## src/rtl/fp_exc_trap_unit.sv

```systemverilog
module fp_exc_trap_unit #(
  parameter int NFLAG = 6,
  parameter int REG_IDX_W = 6,
  localparam int NREG = 1 << REG_IDX_W,
  localparam int SUM_W = NFLAG + 1
) (
  input  logic                 clk,
  input  logic                 rst,
  input  logic                 in_valid,
  input  logic [NFLAG-1:0]     exc_flags,
  input  logic [NFLAG-1:0]     ignore_mask,
  input  logic [NFLAG-1:0]     enable_mask,
  input  logic                 swc_mode,
  input  logic                 user_mode,
  input  logic [REG_IDX_W-1:0] dest_reg,
  input  logic                 wr_en,
  input  logic [NFLAG-1:0]     wr_data,
  output logic [NFLAG-1:0]     status,
  output logic                 trap_req,
  output logic [SUM_W-1:0]     summary,
  output logic [NREG-1:0]      reg_mask
);

  logic [NFLAG-1:0] kept, kept_en, merge_bits, trap_bits, status_base;
  logic             trap_now;

  assign kept       = exc_flags & ~ignore_mask;
  assign kept_en    = kept & enable_mask;
  assign merge_bits = in_valid ? (swc_mode ? kept : exc_flags) : '0;
  assign trap_bits  = swc_mode ? kept_en : kept;
  assign trap_now   = in_valid & (swc_mode ? (user_mode ? |kept_en : |kept) : |kept);
  assign status_base = wr_en ? wr_data : status;

  always_ff @(posedge clk) begin
    if (rst) begin
      status   <= '0;
      trap_req <= 1'b0;
      summary  <= '0;
      reg_mask <= '0;
    end else begin
      status   <= status_base | merge_bits;
      trap_req <= trap_now;
      if (trap_now) begin
        summary  <= {trap_bits, swc_mode};
        reg_mask <= {{(NREG-1){1'b0}}, 1'b1} << dest_reg;
      end
    end
  end

  assert_sticky_R2 : assert property (@(posedge clk) disable iff (rst)
    !$past(wr_en) |-> ((status & $past(status)) == $past(status)));

  assert_trap_from_valid_R10 : assert property (@(posedge clk) disable iff (rst)
    trap_req |-> ($past(in_valid) && $past(exc_flags) != '0));

  assert_hold_R10 : assert property (@(posedge clk) disable iff (rst)
    !trap_req |-> ($stable(summary) && $stable(reg_mask)));

  assert_onehot_R7 : assert property (@(posedge clk) disable iff (rst)
    trap_req |-> ($countones(reg_mask) == 1 && reg_mask[$past(dest_reg)]));

  assert_swc_marker_R5 : assert property (@(posedge clk) disable iff (rst)
    trap_req |-> (summary[0] == $past(swc_mode)));

  assert_pulse_R10 : assert property (@(posedge clk) disable iff (rst)
    trap_req |=> (!trap_req || $past(in_valid)));

endmodule

```

## config.mk

```make
export PLATFORM = sky130hd
export DESIGN_NAME = fp_exc_trap_unit
export DESIGN_NICKNAME = d
export VERILOG_FILES = /design/src/rtl/fp_exc_trap_unit.sv
export SDC_FILE = /design/constraint.sdc
export NUM_CORES = 1
export LEC_CHECK = 0
export ABC_CLOCK_PERIOD_IN_PS = 2230
export BUFFER_PORTS_ARGS = -buffer_cell sky130_fd_sc_hd__buf_4
export CORE_MARGIN = 3
export CORE_UTILIZATION = 47
export CTS_BUF_LIST = sky130_fd_sc_hd__clkbuf_8
export CTS_CLUSTER_SIZE = 40
export DETAILED_ROUTE_END_ITERATION = 8
export GPL_TIMING_DRIVEN = 1
export MAX_ROUTING_LAYER = met4
export PLACE_DENSITY = 0.83
export SYNTH_ARGS = -nofsm -noshare
export SYNTH_HDL_FRONTEND = slang
export SYNTH_SLANG_ARGS = --single-unit
```

## constraint.sdc

```tcl
create_clock -name clk -period 2.23 [get_ports clk]
set_input_delay 0.5575 -clock clk [delete_from_list [all_inputs] [get_ports clk]]
set_output_delay 0.5575 -clock clk [all_outputs]
set_load 0.03 [all_outputs]
```

==> impl_metrics.py <==
metrics = {
    "placement": {
        "place_ws_ps": -47.9,
        "gp_congestion": 0.900,
        "placed_cell_area_sq_um": 4610,
        "dpl.hpwl_mm": 7.18,
        "portBuffers": 113,
    },
    "pwr": {
        "comb_power_share_pct": 14.6,
        "power.leakage_nw": 2.06,
        "swShare_pct": 25.5,
        "power.total_mw": 2.88,
        "ir_drop_v": 0.000404,
        "p_per_area_nw_per_um2": 599,
        "power.share.clock_pct": 35.9,
        "intPower_mw": 2.14,
        "pwr-share-seq_pct": 49.5,
        "power_switching_mw": 0.734,
    },
    "timing": {
        "slew_headroom_pct": 54.0,
        "finClkSkew_ps": 0,
        "hold_viol": 0,
        "worstMarginPinSlew_ps": 684,
        "min_period_over_period_pct": 86.4,
        "fin_crit_ps": 1930,
        "slew_violations": 0,
        "finalSetupViolCount": 0,
        "timing.hold.ws_ps": 476,
        "rsz0062_at_grt": "false",
        "fin_ws_ps": 302,
        "fmax_mhz": 519,
    },
    "hold_path": {
        "worstHoldStart": "reg_mask[53]$_SDFFE_PP0P_",
        "hold_path_depth": 2,
        "worstHoldPathType": "flip-flop to flip-flop",
    },
    "synthesis": {
        "netlist_area_sq_um": 3560,
        "yosysSeqAreaShare_pct": 43.9,
        "synth_cell_types": 22,
        "synthesis.nets": 428,
        "ys_ff_latch": 78,
        "ys_warn_count": 0,
        "synthCells": 392,
        "syn_area_per_cell_sq_um": 9.08,
    },
    "routing": {
        "drc": 0,
        "avgRoutedWirePerCell_um": 15.6,
        "first_iter_violations": 193,
        "vias": 3126,
        "firstDrtPassIters": 4,
        "totalWireLength_mm": 9.70,
        "routed_via_density": 5.04,
        "final_antenna_net_count": 0,
    },
    "floorplan": {
        "rows": 31,
        "die_h_um": 93.0,
        "dieArea_sq_um": 8660,
        "ios": 114,
        "fp.coreArea_sq_um": 7290,
        "die_w_um": 93.0,
        "start_util_pct": 48.8,
    },
    "grt": {
        "grt_first_pass_wirelength_mm": 15.6,
        "grt_pass1_vias": 3167,
        "antenna_found_initial": 0,
        "grt_overflow_total": 0,
        "grt_max_degree": 41,
        "track_usage_pct": 23.5,
    },
    "worst_setup_path": {
        "r2r-start": "reg_mask[63]$_SDFFE_PP0P_",
        "reg2reg_slack_ps": 1560,
        "path_depth": 7,
        "cp.required_ps": 2480,
        "reg2reg_depth": 2,
        "crit_family": "simple AND/OR/NAND/NOR gates",
        "cpPeakStageDelay_ps": 570,
        "cp_num_buf_inv": 2,
        "critical_path.slowest_cell": "or4_1",
        "path_cells": "buf_4 -> nor2b_1 -> or4_1 -> o41ai_4 -> nor2_4 -> buf_12 -> mux2i_1",
        "critPathMaxFanout": 15,
        "arrival_ps": 2180,
        "cp-end-kind": "flip-flop",
        "crit_path_start_kind": "primary input",
        "startpoint": "exc_flags[3]",
        "critical_path_class": "primary input to flip-flop",
    },
    "flow_run": {
        "max_cap_viol_count": 0,
    },
    "clock_tree": {
        "cts-root-buf": "clkbuf_8",
        "clkTransAtPathRegs_ps": 80,
        "cts.sinks": 78,
        "htreeDepth": 3,
        "worstSkewPairLatency_ps": 330,
        "ctsLongestPathBuffers": 2,
        "cts_resized": 0,
        "cts_setup_buffers": 0,
        "hold_buffers": 0,
        "cts_made_buffers": 9,
        "cts_tree": "yes",
    },
    "layout": {
        "layout_common_cells": "132 x buf_4, 78 x dfxtp_1, 76 x nand2b_1",
        "design_area_sq_um": 4800,
        "antenna_cells": 0,
        "final_common_cell": "buf_4",
        "area_growth_pct": 34.8,
        "drive_above_1_share_pct": 29.0,
        "final_nets": 553,
    },
    "status": {
        "status": "completed",
    },
}
==> synthesized netlist by cell type <==
master	instances	area (sq um)
a21boi_0	1	7.51
a21oi_1	6	30.0
a22oi_1	2	15.0
and2_1	3	18.8
and4_1	1	8.76
buf_6	7	78.8
clkbuf_1	14	52.6
dfxtp_1	78	1560
inv_1	3	11.3
mux2i_1	71	711
nand2_1	74	278
nand2b_1	76	475
nand3_1	6	30.0
nor2_1	14	52.6
nor2_2	1	6.26
nor2b_1	6	37.5
nor3_1	8	40.0
nor4_1	1	6.26
o21ai_0	6	30.0
o21ai_1	6	30.0
o41ai_4	1	27.5
or4_1	7	52.6
==> path summary, 6_finish.rpt <==
kind	to
max reg2reg	reg_mask[63]$_SDFFE_PP0P_
min	reg_mask[53]$_SDFFE_PP0P_
min reg2reg	reg_mask[53]$_SDFFE_PP0P_
max	reg_mask[63]$_SDFFE_PP0P_
==> worst register-to-register path, cell delays in order (launching register included) <==
cell      delay [ps]
dfxtp_1          350
nand2b_1          70
mux2i_1          160
==> layer usage <==
layer | track usage [%] | routed length, um | share of wire, %
met5 | - | 0 | 0
met1 | 29.4 | 4110 | 42
met3 | 5.39 | 789 | 8.1
met2 | 37.0 | 4690 | 48
met4 | 9.40 | 116 | 1.2
==> sequential cells by signal (all words and copies together), names as in the netlist <==
signal    count
reg_mask     64
status        6
summary       7
trap_req      1
==> area by class of cell <==
type / count / area [sq um]
clock buffers: 10 / 138
clock inverters: 5 / 51.3
fillers: 602 / 2490
inverters: 3 / 11.3
multi-input cells: 290 / 1860
flip-flops and latches: 78 / 1560
well taps: 99 / 124
repair buffers: 135 / 1050
==> through the flow <==
step	TNS, ps	std cells	utilization [%]
2_1_floorplan	0	392	-
4_1_cts	0	620	65.8
3_5_place_dp	-1210	605	63.2
5_1_grt	0	620	65.8
3_3_place_gp	-455	605	63.2
6_report	0	620	65.8
==> power groups by stage <==
stage / logic, mW / clock network, mW / registers, mW
6_report: 0.420 / 1.03 / 1.42
5_1_grt: 0.447 / 1.11 / 1.43
3_5_place_dp: 0.417 / 0 / 1.46
2_1_floorplan: 0.221 / 0 / 1.50
4_1_cts: 0.419 / 1.05 / 1.42
3_3_place_gp: 0.410 / 0 / 1.46
==> cell families after synthesis <==
kind of cell,after synthesis,synth area share (%)
AOI/OAI and AO/OA,22,3.94
buffers and inverters,24,4.01
DFF,78,43.9
muxes,71,20.0
and+or+nand+nor,197,28.3
Note: power is estimated with default switching activity, not from simulation.
